### config.mk
export PLATFORM = sky130hd
export DESIGN_NAME = nand_rb_wait
export DESIGN_NICKNAME = d
export VERILOG_FILES = /design/src/rtl/nrbw_pkg.sv /design/src/rtl/nrbw_downcnt.sv /design/src/rtl/nand_rb_wait.sv
export SDC_FILE = /design/constraint.sdc
export NUM_CORES = 1
export LEC_CHECK = 0
export BUFFER_PORTS_ARGS = -buffer_cell sky130_fd_sc_hd__buf_4
export CAP_MARGIN = 20
export CORE_UTILIZATION = 42
export CTS_CLUSTER_DIAMETER = 150
export DETAILED_ROUTE_END_ITERATION = 10
export GPL_ROUTABILITY_DRIVEN = 1
export GPL_TIMING_DRIVEN = 0
export PLACE_DENSITY = 0.57
export SYNTH_ARGS = -nofsm -noshare
export SYNTH_HDL_FRONTEND = slang
export SYNTH_HIERARCHICAL = 1
export SYNTH_SLANG_ARGS = --single-unit
### constraint.sdc
create_clock -name clk -period 8.9 [get_ports clk]
set_clock_uncertainty 0.15 [all_clocks]
set_input_delay 1.335 -clock clk [delete_from_list [all_inputs] [get_ports clk]]
set_output_delay 1.335 -clock clk [all_outputs]
set_load 0.01 [all_outputs]
### src/rtl/nrbw_pkg.sv
package nrbw_pkg;

    typedef enum logic [1:0] {
        KIND_NOWAIT    = 2'd0,
        KIND_GENERIC   = 2'd1,
        KIND_RESET     = 2'd2,
        KIND_PROGERASE = 2'd3
    } wait_kind_e;

    typedef enum logic [2:0] {
        PH_IDLE,
        PH_DELAY,
        PH_STCMD,
        PH_POLL,
        PH_FINAL
    } phase_e;

    localparam logic OP_READ = 1'b0;
    localparam logic OP_CMD  = 1'b1;

    typedef struct packed {
        phase_e     phase;
        phase_e     after;
        wait_kind_e kind;
        logic       pin;
        logic       req;
        logic       op;
        logic       done;
        logic       tmo;
        logic       warn;
        logic [7:0] status;
    } wait_regs_t;

    function automatic int unsigned ceil_div(input int unsigned a, input int unsigned b);
        return (a + b - 1) / b;
    endfunction

    function automatic int unsigned at_least_one(input int unsigned v);
        return (v == 0) ? 1 : v;
    endfunction

    function automatic int unsigned max_u(input int unsigned a, input int unsigned b);
        return (a > b) ? a : b;
    endfunction

endpackage

### src/rtl/nrbw_downcnt.sv
module nrbw_downcnt #(
    parameter int W = 8
) (
    input  logic         clk,
    input  logic         rst_n,
    input  logic         load_i,
    input  logic         en_i,
    input  logic [W-1:0] load_val_i,
    output logic         zero_o
);
    logic [W-1:0] cnt_d, cnt_q;

    always_comb begin
        cnt_d = cnt_q;
        if (load_i)
            cnt_d = load_val_i;
        else if (en_i && cnt_q != '0)
            cnt_d = cnt_q - 1'b1;
    end

    always_ff @(posedge clk or negedge rst_n) begin
        if (!rst_n) cnt_q <= '0;
        else        cnt_q <= cnt_d;
    end

    assign zero_o = (cnt_q == '0);

endmodule

### src/rtl/nand_rb_wait.sv
module nand_rb_wait
    import nrbw_pkg::*;
#(
    parameter int unsigned CLK_KHZ       = 50000,
    parameter int unsigned WAIT_MS       = 400,
    parameter int unsigned RST_WAIT_MS   = 250,
    parameter int unsigned CHIP_DELAY_US = 0,
    parameter int unsigned PRE_NS        = 100,
    parameter int unsigned RDY_BIT       = 6
) (
    input  logic       clk,
    input  logic       rst_n,
    input  logic       start_i,
    input  logic [1:0] kind_i,
    input  logic       rb_present_i,
    input  logic       rb_ready_i,
    output logic       st_req_o,
    output logic       st_op_o,
    input  logic       st_ack_i,
    input  logic [7:0] st_data_i,
    output logic       busy_o,
    output logic       done_o,
    output logic [7:0] status_o,
    output logic       timeout_o,
    output logic       warn_o
);
    localparam int unsigned CHIP_US  = (CHIP_DELAY_US == 0) ? 20 : CHIP_DELAY_US;
    localparam int unsigned CHIP_CYC = at_least_one(ceil_div(CLK_KHZ * CHIP_US, 1000));
    localparam int unsigned PRE_CYC  = at_least_one(ceil_div(CLK_KHZ * PRE_NS, 1000000));
    localparam int unsigned WAIT_CYC = at_least_one(CLK_KHZ * WAIT_MS);
    localparam int unsigned RST_CYC  = at_least_one(CLK_KHZ * RST_WAIT_MS);
    localparam int unsigned DLY_MAX  = max_u(CHIP_CYC, PRE_CYC);
    localparam int unsigned TMO_MAX  = max_u(WAIT_CYC, RST_CYC);
    localparam int          DLY_W    = $clog2(DLY_MAX + 1);
    localparam int          TMO_W    = $clog2(TMO_MAX + 1);

    wait_regs_t r_d, r_q;

    logic             dly_load, dly_zero;
    logic [DLY_W-1:0] dly_val;
    logic             tmo_load, tmo_zero;
    logic [TMO_W-1:0] tmo_val;

    nrbw_downcnt #(.W(DLY_W)) u_dly (
        .clk       (clk),
        .rst_n     (rst_n),
        .load_i    (dly_load),
        .en_i      (r_q.phase == PH_DELAY),
        .load_val_i(dly_val),
        .zero_o    (dly_zero)
    );

    nrbw_downcnt #(.W(TMO_W)) u_tmo (
        .clk       (clk),
        .rst_n     (rst_n),
        .load_i    (tmo_load),
        .en_i      (r_q.phase == PH_POLL),
        .load_val_i(tmo_val),
        .zero_o    (tmo_zero)
    );

    always_comb begin
        logic leave_poll;
        r_d        = r_q;
        r_d.done   = 1'b0;
        dly_load   = 1'b0;
        dly_val    = DLY_W'(PRE_CYC - 1);
        tmo_load   = 1'b0;
        tmo_val    = (r_q.kind == KIND_RESET && !r_q.pin) ? TMO_W'(RST_CYC - 1)
                                                          : TMO_W'(WAIT_CYC - 1);
        leave_poll = 1'b0;

        unique case (r_q.phase)
            PH_IDLE: begin
                if (start_i) begin
                    r_d.kind   = wait_kind_e'(kind_i);
                    r_d.pin    = rb_present_i;
                    r_d.status = '0;
                    r_d.tmo    = 1'b0;
                    r_d.warn   = 1'b0;
                    if (wait_kind_e'(kind_i) == KIND_NOWAIT) begin
                        r_d.done = 1'b1;
                    end else begin
                        r_d.phase = PH_DELAY;
                        dly_load  = 1'b1;
                        if (wait_kind_e'(kind_i) == KIND_PROGERASE) begin
                            r_d.after = PH_STCMD;
                        end else if (rb_present_i) begin
                            r_d.after = PH_POLL;
                        end else begin
                            dly_val   = DLY_W'(CHIP_CYC - 1);
                            r_d.after = (wait_kind_e'(kind_i) == KIND_RESET) ? PH_STCMD : PH_IDLE;
                        end
                    end
                end
            end
            PH_DELAY: begin
                if (dly_zero) begin
                    r_d.phase = r_q.after;
                    if (r_q.after == PH_IDLE) begin
                        r_d.done = 1'b1;
                    end else if (r_q.after == PH_STCMD) begin
                        r_d.req = 1'b1;
                        r_d.op  = OP_CMD;
                    end else begin
                        tmo_load = 1'b1;
                        r_d.req  = !r_q.pin;
                        r_d.op   = OP_READ;
                    end
                end
            end
            PH_STCMD: begin
                if (st_ack_i) begin
                    r_d.phase = PH_POLL;
                    tmo_load  = 1'b1;
                    r_d.req   = !r_q.pin;
                    r_d.op    = OP_READ;
                end
            end
            PH_POLL: begin
                if (r_q.pin) begin
                    if (rb_ready_i) begin
                        leave_poll = 1'b1;
                    end else if (tmo_zero) begin
                        r_d.tmo    = 1'b1;
                        leave_poll = 1'b1;
                    end
                end else if (st_ack_i) begin
                    r_d.status = st_data_i;
                    if (st_data_i[RDY_BIT]) begin
                        leave_poll = 1'b1;
                    end else if (tmo_zero) begin
                        r_d.tmo    = 1'b1;
                        leave_poll = 1'b1;
                    end
                end
                if (leave_poll) begin
                    if (r_q.kind == KIND_PROGERASE) begin
                        r_d.phase = PH_FINAL;
                        r_d.req   = 1'b1;
                        r_d.op    = OP_READ;
                    end else begin
                        r_d.phase = PH_IDLE;
                        r_d.req   = 1'b0;
                        r_d.done  = 1'b1;
                    end
                end
            end
            PH_FINAL: begin
                if (st_ack_i) begin
                    r_d.status = st_data_i;
                    r_d.warn   = !st_data_i[RDY_BIT];
                    r_d.req    = 1'b0;
                    r_d.phase  = PH_IDLE;
                    r_d.done   = 1'b1;
                end
            end
            default: r_d.phase = PH_IDLE;
        endcase
    end

    always_ff @(posedge clk or negedge rst_n) begin
        if (!rst_n) begin
            r_q <= '{phase: PH_IDLE, after: PH_IDLE, kind: KIND_NOWAIT,
                     pin: 1'b0, req: 1'b0, op: OP_READ, done: 1'b0,
                     tmo: 1'b0, warn: 1'b0, status: 8'h00};
        end else begin
            r_q <= r_d;
        end
    end

    assign st_req_o  = r_q.req;
    assign st_op_o   = r_q.op;
    assign busy_o    = (r_q.phase != PH_IDLE);
    assign done_o    = r_q.done;
    assign status_o  = r_q.status;
    assign timeout_o = r_q.tmo;
    assign warn_o    = r_q.warn;

    // a pending request keeps its type until acknowledged
    p_req_hold_r9: assert property (@(posedge clk) disable iff (!rst_n)
        (st_req_o && !st_ack_i) |=> (st_req_o && $stable(st_op_o)));

    // completion is a single-cycle pulse
    p_done_pulse_r10: assert property (@(posedge clk) disable iff (!rst_n)
        done_o |=> !done_o);

    // a wait only ends through a done pulse, so a start cannot cut it short
    p_busy_ends_done_r2: assert property (@(posedge clk) disable iff (!rst_n)
        busy_o |=> (busy_o || done_o));

    // a wait only begins from an accepted start
    p_busy_from_start_r2: assert property (@(posedge clk) disable iff (!rst_n)
        $rose(busy_o) |-> $past(start_i));

    // the pin-polled generic wait never talks to the sequencer
    p_pin_no_req_r3: assert property (@(posedge clk) disable iff (!rst_n)
        (busy_o && r_q.pin && r_q.kind == KIND_GENERIC) |-> !st_req_o);

    // the warning only accompanies a not-ready final byte
    p_warn_byte_r8: assert property (@(posedge clk) disable iff (!rst_n)
        (done_o && warn_o) |-> !status_o[RDY_BIT]);

endmodule

* Word-level counts from Yosys, hierarchy flattened
Index checks and enable logic that the tools add are counted.
Cells by class: $add $sub $neg 2, equality and inequality tests 22, multiplexer cells 61, bitwise logic cells 1, reductions and logical operators 28
Operators by type and width (number):
- 25-bit 2-to-1 mux | 3
- 10-bit 2-to-1 mux | 7
- 25-bit logical NOT | 1
- 25-bit nonzero test | 1
- 25-bit by 1-bit subtractor with 25-bit output, second input constant | 1
- 1-bit 2-to-1 mux | 24
- 3-bit 2-to-1 mux | 8
- 8-bit one-hot mux with 3 select lines | 1
- 2-bit != test, second input constant | 10
- 9-bit 2-to-1 mux | 2
- 6-bit AND reduction | 3
- 8-bit 2-to-1 mux | 2
- 3-bit one-hot mux with 5 select lines | 1
- 11-bit 2-to-1 mux | 1
- 10-bit logical NOT | 1
- 2-bit 2-to-1 mux | 5
- 5-bit AND reduction | 2
- 10-bit nonzero test | 1
- 10-bit by 1-bit subtractor with 10-bit output, second input constant | 1
- 3-bit by 2-bit == test with 1-bit output, second input constant | 3
- 3-bit != test, second input constant | 3
- 3-bit nonzero test | 3
- 2-bit == test, second input constant | 4
- 1-bit one-hot mux with 4 select lines | 2
- other kinds (14) | 24
Storage, ports and cells: register bits after elaboration 57, bits of input ports 16, output and inout bits 14, word-level logic and storage cells 126

* Longest topological paths before layout
Gate-level depths: netlist of run 1.
word-level depth 8, mapped depth 12, depth with buffers taken out 11

* By module
The synthesis of run 1 kept the hierarchy.
Modules (own cells, without submodules):
- nrbw_downcnt at u_tmo | instances 1, cells each 197, area an instance 1622.8 µm², sequential area each 625.6 µm²
- nand_rb_wait | instances 1, cells each 144, area an instance 1348.8 µm², sequential area each 525.5 µm²
- nrbw_downcnt at u_dly | instances 1, cells each 67, area an instance 621.8 µm², sequential area each 250.2 µm²

* Least setup slack after synthesis of run 1
Ideal clock, no wire load.
kind register to register, start point register u_dly.cnt_q[6], end point register u_tmo.cnt_q[18], library setup time 69 ps, arrival time 2825 ps, required time 8681 ps, slack 5856 ps, cell stages (with the launch flop) 11, path buffers 2, clock period less this slack 3044 ps, cell sequence dfrtp_1 > or4_4 > or3_1 > inv_1 > inv_1 > or4_1 > a21oi_1 > clkbuf_1 > clkbuf_1 > nand2_1 > nand3_1
Between the ends: word-level cells in the longest chain between the ends 4, elaborated cells on any way between the ends 5, classes of those cells mux: 3; reduce/logical: 2
Ends and longest elaborated chain:
- start: declaration | RTL line nrbw_downcnt.sv:11 | logic [W-1:0] cnt_d, cnt_q;
- start signal: assignment | RTL line nrbw_downcnt.sv:23 | else cnt_q <= cnt_d;
- 10-bit logical NOT (*) | RTL line nrbw_downcnt.sv:26 | assign zero_o = (cnt_q == '0);
- named net dly_zero | RTL line nand_rb_wait.sv:39 | logic dly_load, dly_zero;
- 1-bit 2-to-1 mux (*) | RTL line nand_rb_wait.sv:98 | if (dly_zero) begin
- 1-bit one-hot mux with 2 select lines (*) | RTL line nand_rb_wait.sv:73 | unique case (r_q.phase)
- named net tmo_load | RTL line nand_rb_wait.sv:41 | logic tmo_load, tmo_zero;
- 25-bit 2-to-1 mux or 2-bit nonzero test (tied branches)
- end signal: assignment | RTL line nrbw_downcnt.sv:23
- end: declaration | RTL line nrbw_downcnt.sv:11
Mark *: on every way through the listed nets, which the timed path passes. The rest lies on a longest branch. A chain may end at the register's enable or synchronous reset.

* Final worst setup path of run 1
start point register u_dly.cnt_q[6], end point register u_tmo.cnt_q[7]
The elaborated chain is that of the path after synthesis.

==> results of run 1 <==
-- power groups by stage --
stage	logic [mW]	clock network (mW)	registers [mW]
2_1_floorplan	0.0183	0	0.268
3_3_place_gp	0.0347	0	0.269
3_5_place_dp	0.0352	0	0.269
4_1_cts	0.0352	0.177	0.264
5_1_grt	0.0393	0.186	0.265
6_report	0.0347	0.169	0.264
-- cells by family after synthesis --
logic type / share of synthesized area, %
xor+xnor: 1.46
simple gates: 26.9
flops: 39.0
fa+ha+maj: 1.04
buf+inv: 8.36
mux: 4.70
compound gates: 18.4
other cells: 0.209
-- routing by layer --
layer,up-vias,wire length (µm),global-route usage (%)
met1,1511,4000,27.0
met4,0,122,6.57
met3,10,287,2.66
met5,-,0,0
met2,74,4300,35.7
li1,1572,-,-
-- synthesized netlist by cell type (2+ instances only) --
| library cell | n |
|---|---|
| dfrtp_1 | 56 |
| nand2_1 | 39 |
| nor2_1 | 32 |
| inv_1 | 27 |
| o21ai_0 | 25 |
| nand3_1 | 19 |
| or3_1 | 16 |
| a31oi_1 | 15 |
| nand4_1 | 13 |
| or4_1 | 12 |
| buf_4 | 10 |
| nor3_1 | 10 |
| clkbuf_1 | 9 |
| mux2i_1 | 9 |
| o211ai_1 | 7 |
| a21oi_1 | 6 |
| mux2_2 | 6 |
| nand2b_1 | 5 |
| buf_2 | 4 |
| buf_6 | 4 |
| nor4_1 | 4 |
| o31ai_1 | 4 |
| xnor2_1 | 4 |
| a211o_1 | 3 |
| and3_1 | 3 |
| ha_1 | 3 |
| nor2b_1 | 3 |
| o22ai_1 | 3 |
| o31a_1 | 3 |
| a21o_1 | 2 |
| a22o_1 | 2 |
| a32o_1 | 2 |
| conb_1 | 2 |
| nor4b_2 | 2 |
| xor2_1 | 2 |
-- cell type report --
cell class	count	area, µm²	area share, %
Buffer	28	189	4.61
Inverter	29	111	2.71
Sequential cell	56	1400	34.2
Tap cell	105	131	3.20
Timing Repair Buffer	28	210	5.12
Multi-Input combinational cell	310	1950	47.5
Clock inverter	3	42.5	1.04
Clock buffer	5	68.8	1.68
-- worst max-delay path by stage --
stage,start,endpoint,slack [ns],depth (start not counted)
4_1_cts,u_dly/cnt_q[6],u_tmo/cnt_q[6],5.16,10
5_1_grt,u_dly/cnt_q[6],u_tmo/cnt_q[12],4.90,10
2_1_floorplan,u_dly/cnt_q[6],u_tmo/cnt_q[18],5.86,10
3_3_place_gp,u_dly/cnt_q[6],u_tmo/cnt_q[5],5.16,10
6_report,u_dly/cnt_q[6],u_tmo/cnt_q[7],5.16,10
3_5_place_dp,u_dly/cnt_q[6],u_tmo/cnt_q[7],5.17,10
-- through the flow --
stage	setup WS (ns)	instances	hold WS [ns]	cell area (µm²)	total power, mW
finish	5.16	564	0.358	4100	0.468
global route	4.90	564	0.391	4100	0.490
CTS	5.16	564	0.369	4100	0.477
detailed placement	5.17	556	0.345	3990	0.304
global placement	5.16	556	0.333	3990	0.304
floorplan	5.86	423	0.344	3650	0.286
-- state kept, by name, indices dropped and copies added, names as in the netlist --
signal / flops
timeout_o: 1
status_o: 8
st_req_o: 1
done_o: 1
u_tmo/cnt_q: 25
u_dly/cnt_q: 10
r_q: 8
warn_o: 1
st_op_o: 1
-- critical path, cell delays in order, from the launching register on --
cell	delay, ns
dfrtp_1	0.44
or4_4	0.56
or3_1	0.35
inv_1	0.17
inv_1	0.10
or4_1	0.40
a21oi_1	0.40
clkinv_1	0.41
clkbuf_1	0.37
nand4_1	0.18
nand3_1	0.09
==> results.sh, run 1 <==
export IMPL_status="completed"
export IMPL_fin_util_pct=49.7
export IMPL_htreeDepth=2
export IMPL_viasPerCell=5.62
export IMPL_cts_tree="yes"
export IMPL_cts_hold_buf=0
export IMPL_num_rows=33
export IMPL_mostFrequentLayoutCells="dfrtp_1, nand2_1, buf_4, nor2_1, inv_1"
export IMPL_antenna_found_initial=0
export IMPL_fmax_mhz=267
export IMPL_dieWidth_um=94.5
export IMPL_synth_edff_count=0
export IMPL_clockBufferDepth=2
export IMPL_syn_instance_count=408
export IMPL_drtAntennaViolNets=0
export IMPL_pwr_share_clk_pct=36.1
export IMPL_min_path_type="register to register"
export IMPL_drive_above_1_share_pct=16.6
export IMPL_clk_latency_ns=0.31
export IMPL_dr_total_vias=3167
export IMPL_setup_viol=0
export IMPL_grtUsageTotal_pct=20.8
export IMPL_gp_congestion=0.897
export IMPL_diodes=0
export IMPL_drv_slew=0
export IMPL_ys_ff_latch=56
export IMPL_nNetsFinal=477
export IMPL_grt_overflow_total=0
export IMPL_maxSlewHeadroom_pct=50.8
export IMPL_drtPass1Iterations=5
export IMPL_tritoncts_num_buffers=5
export IMPL_fin_crit_sh_pct=42.0
export IMPL_power_internal_mw=0.358
export IMPL_grt_max_degree=57
export IMPL_drv_cap=0
export IMPL_io_pins=30
export IMPL_arrival_ns=3.79
export IMPL_power_leakage_nw=1.72
export IMPL_drc=0
export IMPL_cts_setup_buffers=0
export IMPL_die_area_um2=8930
export IMPL_swShare_pct=23.5
export IMPL_power_density_nw_per_um2=114
export IMPL_synth_distinct_cells=77
export IMPL_start_kind="register"
export IMPL_syn_to_final_growth_pct=14.2
export IMPL_yosysSeqAreaShare_pct=39.0
export IMPL_syn_cell_area_um2=3590
export IMPL_vdd_drop_max_uv=104
export IMPL_synth_ff_type="dfrtp_1"
export IMPL_synth_top_cell_by_area="dfrtp_1"
export IMPL_die_h_um=94.5
export IMPL_start_util_pct=43.5
export IMPL_pwr_share_comb_pct=7.4
export IMPL_worstSetupPathType="register to register"
export IMPL_fillers=809
export IMPL_async_flop_share_pct=100
export IMPL_drtIter0Drc=160
export IMPL_cts_sinks=56
export IMPL_tns_ns=0
export IMPL_path_clk_slew_ns=0.10
export IMPL_hp_start="st_op_o"
export IMPL_r2r_start="u_dly/cnt_q[6]"
export IMPL_rsz0062_at_grt="false"
export IMPL_cts_root_buffer="clkbuf_8"
export IMPL_switching_power_mw=0.110
export IMPL_grt_pass1_wl_um=14400
export IMPL_final_common_cell="dfrtp_1"
export IMPL_portBuffers=28
export IMPL_worstMarginPinSlew_ns=0.732
export IMPL_routed_wirelength_um=8710
export IMPL_critPathCaptureType="register"
export IMPL_yosys_warnings=6
export IMPL_cts_resized=0
export IMPL_r2r_slack_ns=5.16
export IMPL_dp_hpwl_um=6370
export IMPL_reg2reg_to="u_tmo/cnt_q[7]"
export IMPL_drt_wirelength_per_cell_um=15.4
export IMPL_synth_area_leaders="dfrtp_1, nand2_1, o21ai_0"
export IMPL_required_ns=8.95
export IMPL_hold_path_depth=1
export IMPL_syn_area_per_cell_um2=8.81
export IMPL_synth_top_area_share_pct=39.0
export IMPL_core_area_um2=8260
export IMPL_hold_end="st_op_o"
export IMPL_crit_path_max_fanout=10
export IMPL_rr_worst_depth=10
export IMPL_seqPwrFrac_pct=56.5
export IMPL_grt_pass1_vias=2990
export IMPL_period_needed_ns=3.74
export IMPL_hold_viol=0
Power figures use the tool's default switching activity.
==> run 2, diff against run 1 <==
- clock period: 8.9 -> 3.5 ns (I/O delays scaled with it)
==> results.sh, run 2 (synthesis gave the netlist of run 1 again) <==
export IMPL_status="completed"
export IMPL_r2r_slack_ns=0.15
export IMPL_pwr_share_clk_pct=36.2
export IMPL_rr_worst_depth=12
export IMPL_switching_power_mw=0.282
export IMPL_hold_viol=0
export IMPL_grt_max_degree=57
export IMPL_dp_hpwl_um=6370
export IMPL_tritoncts_num_buffers=5
export IMPL_final_common_cell="dfrtp_1"
export IMPL_drtPass1Iterations=6
export IMPL_cts_root_buffer="clkbuf_8"
export IMPL_maxSlewHeadroom_pct=50.8
export IMPL_r2r_start="u_tmo/cnt_q[0]"
export IMPL_drv_cap=0
export IMPL_reg2reg_to="r_q[20]"
export IMPL_setup_viol=0
export IMPL_path_clk_slew_ns=0.11
export IMPL_drt_wirelength_per_cell_um=15.4
export IMPL_regMostFlops="u_tmo/cnt_q"
export IMPL_start_util_pct=43.5
export IMPL_fin_util_pct=50.7
export IMPL_crit_family="simple AND/OR/NAND/NOR gates"
export IMPL_grtUsageTotal_pct=20.8
export IMPL_fmax_mhz=298
export IMPL_worstSetupPathType="register to register"
export IMPL_cp_depth=12
export IMPL_cpPeakStageDelay_ns=0.46
export IMPL_mostFrequentLayoutCells="dfrtp_1, buf_4, nand2_1, nor2_1, inv_1"
export IMPL_pwr_share_comb_pct=7.6
export IMPL_drtAntennaViolNets=0
export IMPL_top_layer="met4"
export IMPL_grt_pass1_vias=2990
export IMPL_power_internal_mw=0.912
export IMPL_clk_latency_ns=0.31
export IMPL_syn_to_final_growth_pct=16.5
export IMPL_power_leakage_nw=1.78
export IMPL_worstMarginPinSlew_ns=0.732
export IMPL_critPathSlowestCell="or4b_1"
export IMPL_hold_slack_ns=0.0972
export IMPL_met1_length_um=4040
export IMPL_start_kind="register"
export IMPL_critPathCapture="r_q[20]"
export IMPL_period_needed_ns=3.35
export IMPL_io_pins=30
export IMPL_dr_wl_met2_um=4390
export IMPL_arrival_ns=3.44
export IMPL_dieWidth_um=94.5
export IMPL_drc=0
export IMPL_grt_overflow_total=0
export IMPL_crit_chain="inv_1 -> ha_1 -> or4b_1 -> or3_4 -> nor3_4 -> buf_6 -> buf_8 -> o21ai_0 -> o211ai_2 -> buf_4 -> and3_1 -> a32o_1"
export IMPL_post_dp_cell_area_um2=3990
export IMPL_seqPwrFrac_pct=56.3
export IMPL_portBuffers=28
export IMPL_grt_pass1_wl_um=14400
export IMPL_required_ns=3.59
export IMPL_power_density_nw_per_um2=285
export IMPL_vdd_drop_max_uv=263
export IMPL_drive_above_1_share_pct=19.4
export IMPL_path_buf_inv=4
export IMPL_largest_register_ff_count=25
export IMPL_crit_path_max_fanout=12
export IMPL_drtIter0Drc=148
export IMPL_final_area_um2=4190
export IMPL_cts_sinks=56
export IMPL_htreeDepth=2
export IMPL_swShare_pct=23.6
export IMPL_diodes=0
export IMPL_nNetsFinal=486
export IMPL_p_total_mw=1.19
export IMPL_cts_tree="yes"
export IMPL_num_rows=33
export IMPL_top_regs="u_tmo/cnt_q (25), u_dly/cnt_q (10)"
export IMPL_dr_total_vias=3238
export IMPL_min_path_type="primary input to asynchronous set/reset pin"
export IMPL_critPathCaptureType="register"
export IMPL_routed_wirelength_um=8830
export IMPL_drv_slew=0
export IMPL_antenna_found_initial=0
export IMPL_die_h_um=94.5
export IMPL_die_area_um2=8930
export IMPL_viasPerCell=5.65
export IMPL_clockBufferDepth=2
export IMPL_gp_congestion=0.897
export IMPL_cts_hold_buf=0
export IMPL_fin_crit_sh_pct=95.7
export IMPL_wl_met3_um=278
export IMPL_startpoint="u_tmo/cnt_q[0]"
export IMPL_core_area_um2=8260
## run 2: worst min-delay path by stage
stage	startpoint	endpoint	slack (ns)	cells after the start
finish	rst_n	u_tmo/cnt_q[2]	0.1	1
floorplan	rst_n	done_o	0.08	0
global route	rst_n	u_tmo/cnt_q[2]	0.16	1
CTS	rst_n	u_tmo/cnt_q[2]	0.14	1
global placement	st_op_o	st_op_o	0.33	1
detailed placement	st_op_o	st_op_o	0.34	1
## run 2: worst reg2reg max path: stages, from the launching register on
cell	delay, ns
dfrtp_1	0.44
inv_1	0.10
ha_1	0.14
or4b_1	0.46
or3_4	0.44
nor3_4	0.29
buf_6	0.17
buf_8	0.14
o21ai_0	0.14
o211ai_2	0.30
buf_4	0.17
and3_1	0.17
a32o_1	0.17
## run 2: metrics by stage
stage / instances / TNS (ns) / setup slack [ns]
after floorplan: 423 / 0 / 0.456
after global placement: 556 / -4.24 / -0.242
after detailed placement: 556 / -3.89 / -0.231
after CTS: 564 / 0 / 0.0427
after global routing: 573 / -0.0205 / -0.0145
final: 573 / 0 / 0.149
## run 2: power by group through the flow
| stage | registers, mW | clock network (mW) | logic, mW |
|---|---|---|---|
| 2_1_floorplan | 0.681 | 0 | 0.0465 |
| 3_3_place_gp | 0.684 | 0 | 0.0883 |
| 3_5_place_dp | 0.685 | 0 | 0.0894 |
| 4_1_cts | 0.672 | 0.450 | 0.0896 |
| 5_1_grt | 0.674 | 0.474 | 0.102 |
| 6_report | 0.672 | 0.432 | 0.0902 |
## run 2: area by class of cell
type	instances	area, µm²
inverter	29	113
tap	105	131
fill	803	4070
clock buffer	5	68.8
timing repair buffer	37	278
clock inverter	3	42.5
sequential	56	1400
buffer	28	194
multi-input combinational	310	1960
## run 2: per-layer routing
layer,vias up,track usage (%)
met5,-,0
met4,0,6.57
met3,10,2.66
met2,76,35.7
met1,1565,27.0
li1,1587,-
## run 2: repair_timing
item / 4_1_cts / 5_1_grt
gates resized for setup: 3 / 7
pin swaps: 0 / 2
setup endpoints to repair: 23 / 18
buffers inserted: 0 / 9
endpoints found under the hold margin: 0 / 0
